## src/rtl/dm_pkg.sv

```systemverilog
package dm_pkg;

   localparam int unsigned DM_FIELD_W_DEF = 6;
   localparam int unsigned DM_MASK_W_DEF  = 32;

   // Constant compared against at a given output position.
   function automatic int unsigned slice_const(input int unsigned pos,
                                               input int unsigned mask_w);
      return mask_w - 1 - pos;
   endfunction

   // Number of consecutive 1 bits at the bottom of a constant, capped at width.
   function automatic int unsigned trailing_ones(input int unsigned value,
                                                 input int unsigned width);
      int unsigned cnt;
      bit          run;
      cnt = 0;
      run = 1'b1;
      for (int unsigned b = 0; b < width; b++) begin
         if (run && value[b]) cnt++;
         else run = 1'b0;
      end
      return cnt;
   endfunction

endpackage

```

## src/rtl/dm_gt_chain.sv

```systemverilog
// One position's comparator: gt_o = (k_i > CONST), evaluated as a chain
// whose final stage is the most significant bit.
module dm_gt_chain #(
   parameter int unsigned FIELD_W = dm_pkg::DM_FIELD_W_DEF,
   parameter int unsigned CONST   = 0
) (
   input  logic [FIELD_W-1:0] k_i,
   output logic               gt_o
);

   localparam int unsigned TAIL = dm_pkg::trailing_ones(CONST, FIELD_W);
   localparam logic [FIELD_W-1:0] CBITS = FIELD_W'(CONST);

   if (CONST >= (1 << FIELD_W)) begin : g_bad_const
      $error("dm_gt_chain: CONST does not fit in FIELD_W bits");
   end

   logic [FIELD_W-1:0] stage;

   for (genvar n = 0; n < FIELD_W; n++) begin : g_stage
      if (n < TAIL) begin : g_tied
         // Below a run of low constant 1s the chain can never be true.
         assign stage[n] = 1'b0;
      end else if (n == 0) begin : g_base
         // Constant bit 0 is 0 here, so the base reduces to the input bit.
         assign stage[n] = k_i[n];
      end else if (CBITS[n] == 1'b0) begin : g_or
         assign stage[n] = k_i[n] | stage[n-1];
      end else begin : g_and
         assign stage[n] = k_i[n] & stage[n-1];
      end
   end

   // Input bits feeding tied stages are intentionally dropped.
   logic tail_unused;
   assign tail_unused = ^k_i;

   assign gt_o = stage[FIELD_W-1];

endmodule

```

## src/rtl/dm_mask_lane.sv

```systemverilog
// One full mask: a comparator chain for each output position.
module dm_mask_lane #(
   parameter int unsigned FIELD_W = dm_pkg::DM_FIELD_W_DEF,
   parameter int unsigned MASK_W  = dm_pkg::DM_MASK_W_DEF
) (
   input  logic [FIELD_W-1:0] field_i,
   output logic [MASK_W-1:0]  mask_o
);

   for (genvar p = 0; p < MASK_W; p++) begin : g_pos
      dm_gt_chain #(
         .FIELD_W (FIELD_W),
         .CONST   (dm_pkg::slice_const(p, MASK_W))
      ) u_cmp (
         .k_i  (field_i),
         .gt_o (mask_o[p])
      );
   end

endmodule

```

## src/rtl/dm_out_stage.sv

```systemverilog
// Optional output register; passes the mask straight through when disabled.
module dm_out_stage #(
   parameter int unsigned MASK_W     = dm_pkg::DM_MASK_W_DEF,
   parameter bit          REGISTERED = 1'b0
) (
   input  logic              clk,
   input  logic              rst,
   input  logic [MASK_W-1:0] d_i,
   output logic [MASK_W-1:0] q_o
);

   if (REGISTERED) begin : g_reg
      always_ff @(posedge clk) begin
         if (rst) q_o <= '0;
         else     q_o <= d_i;
      end
   end else begin : g_wire
      logic ctl_unused;
      assign ctl_unused = clk ^ rst;
      assign q_o = d_i;
   end

endmodule

```

## src/rtl/dual_mask_gen.sv

```systemverilog
module dual_mask_gen #(
   parameter int unsigned FIELD_W    = dm_pkg::DM_FIELD_W_DEF,
   parameter int unsigned MASK_W     = dm_pkg::DM_MASK_W_DEF,
   parameter bit          REGISTERED = 1'b0
) (
   input  logic               clk,
   input  logic               rst,
   input  logic [FIELD_W-1:0] len_i,
   input  logic [FIELD_W-1:0] amt_i,
   output logic [MASK_W-1:0]  len_mask_o,
   output logic [MASK_W-1:0]  amt_mask_o
);

   if (MASK_W < 2) begin : g_bad_mask
      $error("dual_mask_gen: MASK_W must be at least 2");
   end
   if (MASK_W > (1 << FIELD_W)) begin : g_bad_field
      $error("dual_mask_gen: FIELD_W too narrow for MASK_W position constants");
   end

   localparam logic [MASK_W-1:0] ALL_ONES = '1;
   localparam logic [FIELD_W:0]  SAT_K    = (FIELD_W+1)'(MASK_W);

   logic [MASK_W-1:0] len_cmb, amt_cmb;

   dm_mask_lane #(.FIELD_W(FIELD_W), .MASK_W(MASK_W)) u_len_lane (
      .field_i (len_i),
      .mask_o  (len_cmb)
   );

   dm_mask_lane #(.FIELD_W(FIELD_W), .MASK_W(MASK_W)) u_amt_lane (
      .field_i (amt_i),
      .mask_o  (amt_cmb)
   );

   dm_out_stage #(.MASK_W(MASK_W), .REGISTERED(REGISTERED)) u_len_out (
      .clk (clk), .rst (rst), .d_i (len_cmb), .q_o (len_mask_o)
   );

   dm_out_stage #(.MASK_W(MASK_W), .REGISTERED(REGISTERED)) u_amt_out (
      .clk (clk), .rst (rst), .d_i (amt_cmb), .q_o (amt_mask_o)
   );

   // Checks on the combinational lane results.
   a_r3_len_zero: assert property (@(posedge clk) disable iff (rst)
      (len_i == '0) |-> (len_cmb == '0));
   a_r3_amt_zero: assert property (@(posedge clk) disable iff (rst)
      (amt_i == '0) |-> (amt_cmb == '0));
   a_r4_len_sat: assert property (@(posedge clk) disable iff (rst)
      ({1'b0, len_i} >= SAT_K) |-> (len_cmb == ALL_ONES));
   a_r4_amt_sat: assert property (@(posedge clk) disable iff (rst)
      ({1'b0, amt_i} >= SAT_K) |-> (amt_cmb == ALL_ONES));
   a_r5_len_thermo: assert property (@(posedge clk) disable iff (rst)
      $onehot0(~len_cmb + MASK_W'(1)));
   a_r5_amt_thermo: assert property (@(posedge clk) disable iff (rst)
      $onehot0(~amt_cmb + MASK_W'(1)));
   a_r5_len_count: assert property (@(posedge clk) disable iff (rst)
      ({1'b0, len_i} <= SAT_K) |-> ($countones(len_cmb) == int'(len_i)));
   a_r5_amt_count: assert property (@(posedge clk) disable iff (rst)
      ({1'b0, amt_i} <= SAT_K) |-> ($countones(amt_cmb) == int'(amt_i)));
   a_r6_len_top: assert property (@(posedge clk) disable iff (rst)
      (len_i != '0) |-> len_cmb[MASK_W-1]);

   if (REGISTERED) begin : g_reg_checks
      a_r9_len_clear: assert property (@(posedge clk)
         rst |=> (len_mask_o == '0));
      a_r9_amt_clear: assert property (@(posedge clk)
         rst |=> (amt_mask_o == '0));
      a_r8_len_lag: assert property (@(posedge clk) disable iff (rst)
         ({1'b0, len_i} >= SAT_K) |=> (len_mask_o == ALL_ONES));
      a_r8_amt_lag: assert property (@(posedge clk) disable iff (rst)
         (amt_i == '0) |=> (amt_mask_o == '0));
   end else begin : g_comb_checks
      a_r7_len_now: assert property (@(posedge clk) disable iff (rst)
         (len_i == '0) |-> (len_mask_o == '0));
      a_r7_amt_now: assert property (@(posedge clk) disable iff (rst)
         ({1'b0, amt_i} >= SAT_K) |-> (amt_mask_o == ALL_ONES));
   end

endmodule

```

## config.mk

```make
export PLATFORM = sky130hd
export DESIGN_NAME = dual_mask_gen
export DESIGN_NICKNAME = d
export VERILOG_FILES = /design/src/rtl/dm_pkg.sv /design/src/rtl/dm_gt_chain.sv /design/src/rtl/dm_mask_lane.sv /design/src/rtl/dm_out_stage.sv /design/src/rtl/dual_mask_gen.sv
export SDC_FILE = /design/constraint.sdc
export NUM_CORES = 1
export LEC_CHECK = 0
export ABC_AREA = 1
export BUFFER_PORTS_ARGS = -buffer_cell sky130_fd_sc_hd__buf_2
export CORE_ASPECT_RATIO = 1.2
export CORE_MARGIN = 3
export CORE_UTILIZATION = 44
export DETAILED_ROUTE_END_ITERATION = 12
export PLACE_DENSITY = 0.84
export SYNTH_ARGS = -nofsm -noshare
export SYNTH_HDL_FRONTEND = slang
export SYNTH_SLANG_ARGS = --single-unit
```

## constraint.sdc

```tcl
create_clock -name vclk -period 0.8
set_input_delay 0.04 -clock vclk [all_inputs]
set_output_delay 0.04 -clock vclk [all_outputs]
set_load 0.01 [all_outputs]
```

==> run summary, run 1 <==
DRC violations left - 0
Minimum clock period - 0.802 ns
Register Area - 0 sq um
Worst VDD drop - 0.351 mV
Comb power frac - 100.0%
Seq cells - 0
Avg Vias per Cell - 4.77
Placer Congestion - 0.875
Global route total overflow - 0
Initial core utilization - 46.9%
Worst Path Required - 0.76 ns
Final Cycle Share - 100%
Initial antenna violation count - 0
Max-Cap Viols - 0
Post-CTS Hold Buffers - 0
Failing checks - setup timing
Sequential share of power - 0%
Placed Instances - 261
Multiplexer share of the synthesized area - 0%
Main combinational cell family by area after synthesis - buffers and inverters
Largest net degree at the start of global routing - 13
Vias in the first global route - 1038
Worst Hold Class - in2out
Vias - 1249
Register area share after synthesis - 0%
Crit path launch type - input pin
Row count - 19
Diodes inserted - 0
Post-Synth Adder-Cell Area - 0%
Rel. slew slack - 82.1%
Gr usage total - 16.8%
Sw Pwr - 505 uW
Post-synthesis instance total - 196
Routed WL - 3180 um
Max Slew Vio Count - 0
Synthesized area - 1080 sq um
Fraction of layout cells with a size suffix above 1 - 62.3%
Worst Path Arrival - 0.76 ns
Syn Nets - 210
Die Wd - 51.3 um
Die Y - 60.3 um
Final Net Count - 247
Critical path class - in2out
Result of the run - finished, violations left
Simple-gate area share of the yosys netlist - 37.4%
Final Hold Vio Count - 0
Final Core Density - 62.1%
Complex-gate fraction of the synthesized area - 9.84%
Fin cells - 262
Fin area - 1430 sq um
Total power - 889 uW
Antenna Violating Nets Remaining - 0
First-pass GRT wire length - 4290 um
CP Capture Type - output port
Post-DP HPWL - 2300 um
Max FO, Critical Path - 4
DR pass1 iterations - 4
Number of port buffers - 76
Synthesis warning total - 0
Setup WS post-layout - -0.00248 ns
XOR/XNOR Fraction of Synth Area - 0%
Avg WL per Cell - 12.1 um
Layout filler cell count - 208
Lkg Pwr - 0.000735 uW
Area Overhead vs Synth - 32.4%
Die ar. - 3090 sq um
Post-place setup slack - -0.0941 ns
Detailed router's first-iteration violation count - 33
Instance area at placement - 1190 sq um
CLK BUF - 0
Cell area power density - 621 nW/um^2
RSZ-0062 raised after global routing - true
Sw frac - 56.9%
Setup violations, final - 1
Clock share of power - 0%
Fmax - 1250 MHz
Synth unique cells - 15
Ports - 78
Syn avg cell area - 5.52 sq um
Pint - 384 uW
Core box area - 2310 sq um
Worst Tran Pin Value - 0.267 ns
[power groups by stage]
stage / Sequential [uW] / Combinational, uW / Clock [uW]
detailed placement: 0 / 737 / 0
finish: 0 / 889 / 0
global route: 0 / 965 / 0
CTS: 0 / 760 / 0
floorplan: 0 / 620 / 0
global placement: 0 / 727 / 0
[cell families (layout without fill, tap and decap cells)]
group / count (synthesis) / count (layout)
AND/OR/NAND/NOR: 90 / 90
buffers and inverters: 87 / 122
AO/OA/AOI/OAI: 19 / 19
[critical path: stages]
cell	delay (ns)
buf_2	0.12
buf_4	0.16
nand2_2	0.09
nor2_1	0.05
nor2_1	0.11
nand2_1	0.06
buf_2	0.13
[layer usage]
layer	track usage, %	part of all wire (%)
met1	18.4	36
met5	0	0
met2	34.6	57
met3	1.50	6.9
met4	3.00	0.60
[metrics by stage]
step / hold slack (ns) / TNS (ns)
after floorplan: 0.172 / 0
after global routing: 0.309 / -0.340
after global placement: 0.329 / -0.222
after detailed placement: 0.335 / -0.661
final: 0.306 / -0.00248
after CTS: 0.329 / 0
[synth_stat cells, drive strengths merged]
| master | number | area share [%] |
|---|---|---|
| nor2 | 19 | 8.7 |
| buf | 65 | 45 |
| inv | 22 | 7.9 |
| nand3 | 15 | 6.9 |
| nand4 | 2 | 1.2 |
| a21oi | 10 | 5.7 |
| o21ai | 9 | 4.2 |
| nand2 | 54 | 21 |
[cells in the final DEF, fill, tap and decap left out, types with 4 or more instances in the layout]
cell type | netlist | final
nand2_2 | 2 | 8
buf_4 | 64 | 19
buf_2 | 1 | 68
nor2_2 | 0 | 4
buf_6 | 0 | 8
nor2_1 | 16 | 6
o21ai_0 | 9 | 5
inv_2 | 2 | 4
a21oi_1 | 7 | 4
nand2_1 | 50 | 41
nand2_4 | 2 | 5
nand3_1 | 15 | 11
a21oi_2 | 3 | 6
nor2_4 | 3 | 9
inv_1 | 19 | 14
o21ai_1 | 0 | 4
[final timing paths]
| kind | slack, ns | startpoint | end | depth (start not counted) |
|---|---|---|---|---|
| worst min-delay path | 0.31 | amt_i[5] | amt_mask_o[0] | 2 |
| worst max-delay path | -0.002 | amt_i[1] | amt_mask_o[17] | 7 |
[area by class of cell]
| type | instances | area [sq um] | share of cell area (%) |
|---|---|---|---|
| Tap cell | 31 | 38.8 | 2.71 |
| Inverter | 22 | 100 | 6.99 |
| Multi-Input combinational cell | 109 | 642 | 44.8 |
| Timing Repair Buffer | 100 | 651 | 45.5 |
[repair_timing]
| item | in CTS | in global routing |
|---|---|---|
| pin swaps | 2 | 9 |
| setup endpoints to repair | 27 | 47 |
| buffers inserted | 1 | 0 |
| gates resized for setup | 11 | 60 |
(Power assumes the default switching activity.)
==> run 2, diff against run 1 <==
--- a/config.mk
+++ b/config.mk
@@ -8,10 +8,10 @@
 export ABC_AREA = 1
 export BUFFER_PORTS_ARGS = -buffer_cell sky130_fd_sc_hd__buf_2
 export CORE_ASPECT_RATIO = 1.2
-export CORE_MARGIN = 3
 export CORE_UTILIZATION = 44
 export DETAILED_ROUTE_END_ITERATION = 12
 export PLACE_DENSITY = 0.84
 export SYNTH_ARGS = -nofsm -noshare
 export SYNTH_HDL_FRONTEND = slang
 export SYNTH_SLANG_ARGS = --single-unit
+export TNS_END_PERCENT = 50
==> run 2 against run 1 <==
The run still ends with setup timing left. Global-route usage increased by 1.5 points. First-iteration DRC count is 36% lower. Sequential cell count unchanged. Worst setup slack got worse by 0.033 ns. Non-clock buffer count up 1. Combinational power fell by 5.3%. Die area decreased by 14%. Core utilization decreased by 2.2 points. Critical path depth decreased by 2. Sequential share of layout area is the same. Via count decreased by 2.1%. Total power fell by 5.2%. Critical endpoint is now amt_mask_o[25]. Largest cell class unchanged. Highest routed layer unchanged.
==> run summary, run 2 (synthesized netlist as in run 1, its figures left out) <==
Instance area at placement - 1170 sq um (-1.3%)
Worst VDD drop - 0.337 mV (-4.0%)
GRT met3 Usage - 0.965% (-0.53 points)
Most common cell after layout, fill and taps aside - buf_2
Failing checks - setup timing
Diodes inserted - 0 (unchanged)
Avg WL per Cell - 11.1 um (-8.6%)
Comb power frac - 100.0% (about the same)
Post-DP HPWL - 2110 um (-8.1%)
Setup violations, final - 2 (+1)
Largest net degree at the start of global routing - 13 (unchanged)
Ports - 78 (unchanged)
Initial core utilization - 46.9% (unchanged)
Global route total overflow - 0 (unchanged)
Max Slew Vio Count - 0 (unchanged)
Gr busiest metal - met2
Minimum clock period - 0.836 ns (+0.0335 ns)
Detailed router's first-iteration violation count - 21 (-36%)
Register Area - 0 sq um (unchanged)
Fmax - 1200 MHz (-4.0%)
Routed WL - 2910 um (-8.2%)
Result of the run - finished, violations left
Clock share of power - 0% (unchanged)
Most frequent cells in the layout - buf_2, nand2_1, buf_4
Final Net Count - 248 (+0.40%)
Number of port buffers - 76 (unchanged)
Core box area - 2310 sq um (unchanged)
DR pass1 iterations - 4 (unchanged)
Die ar. - 2660 sq um (-14%)
Pint - 360 uW (-6.0%)
Worst Path Required - 0.76 ns (about the same)
RSZ-0062 raised after global routing - true
Vias - 1223 (-2.1%)
Sw frac - 57.2% (+0.37 points)
Sw Pwr - 482 uW (-4.6%)
Fin area - 1380 sq um (-3.5%)
CLK BUF - 0 (unchanged)
Crit path launch type - input pin
Final Core Density - 59.9% (-2.2 points)
Max FO, Critical Path - 6 (+2)
Worst Tran Pin Value - 0.275 ns (+0.00759 ns)
Crit path to - amt_mask_o[25]
Critical path class - in2out
CP Capture Type - output port
Vias in the first global route - 977 (-5.9%)
Row count - 19 (unchanged)
Die Y - 56.3 um (-6.6%)
Post-place setup slack - -0.0707 ns (+0.0233 ns)
Setup_tns - -0.0438 ns (-0.0413 ns)
First-pass GRT wire length - 3820 um (-11%)
DRC violations left - 0 (unchanged)
Met2 Use GR - 39.3% (+4.7 points)
Worst Hold Class - in2out
Sequential share of power - 0% (unchanged)
Final Hold Vio Count - 0 (unchanged)
Area Overhead vs Synth - 27.8%
Layout filler cell count - 210 (+0.96%)
Placer Congestion - 0.819 (-6.3%)
Worst Path Arrival - 0.80 ns (+0.04 ns)
Rel. slew slack - 81.7% (-0.48 points)
Cell area power density - 610 nW/um^2 (-1.8%)
Setup crit start - amt_i[3]
Die Wd - 47.3 um (-7.8%)
Initial antenna violation count - 0 (unchanged)
Final Cycle Share - 104% (+4.2 points)
M1 GR Usage - 16.9% (-1.6 points)
Seq cells - 0 (unchanged)
Antenna Violating Nets Remaining - 0 (unchanged)
Gr usage total - 18.2% (+1.5 points)
Setup WS post-layout - -0.0359 ns (-0.0335 ns)
Avg Vias per Cell - 4.65 (-2.5%)
Lkg Pwr - 0.000738 uW (+0.38%)
Max-Cap Viols - 0 (unchanged)
Fraction of layout cells with a size suffix above 1 - 59.1% (-3.3 points)
run 2: cell count changes in the layout (fill, tap and decap cells not counted), sizes merged:
cell,before,now
inv,20,22
clkinvlp,2,0
buf,99,100
run 2: per-layer routing:
layer	wire, um	vias up
li1	-	620
met1	1050	537
met2	1670	62
met3	164	4
met4	24	0
met5	0	-
run 2: area by class of cell:
type               count  area [sq um]  area share [%]
inverters             22          92.6            6.70
multi-input cells    109           611            44.2
well taps             31          38.8            2.81
repair buffers       101           639            46.3
run 2: how the worst min path moves through the flow:
stage / startpoint / to / slack, ns / cells after the start
after floorplan: amt_i[5] / amt_mask_o[0] / 0.17 / 1
after global placement: len_i[5] / len_mask_o[0] / 0.32 / 2
after detailed placement: len_i[5] / len_mask_o[0] / 0.32 / 2
after CTS: amt_i[5] / amt_mask_o[0] / 0.32 / 2
after global routing: amt_i[5] / amt_mask_o[0] / 0.32 / 2
final: amt_i[5] / amt_mask_o[0] / 0.32 / 2
run 2: power by group through the flow:
stage                     Clock, uW  Combinational, uW  Sequential [uW]
after global routing              0                920                0
after detailed placement          0                720                0
final                             0                842                0
after floorplan                   0                620                0
after CTS                         0                739                0
after global placement            0                712                0
run 2: repair_timing:
| action | CTS | global route |
|---|---|---|
| resized for setup | 10 | 50 |
| gates cloned | 0 | 1 |
| pin swaps | 2 | 12 |
| endpoints found under the setup margin | 19 | 39 |
| buffers inserted | 0 | 3 |
| hold buffers | 0 | 0 |
run 2: worst max-delay path: stages:
cell	delay [ns]
buf_2	0.14
nor2_4	0.20
buf_4	0.16
nand3_1	0.10
buf_2	0.16
run 2: stage by stage:
step	cells	power (uW)	hold WS, ns
2_1_floorplan	196	620	0.172
3_3_place_gp	259	712	0.323
3_5_place_dp	259	720	0.325
4_1_cts	259	739	0.323
5_1_grt	263	920	0.324
6_report	263	842	0.319
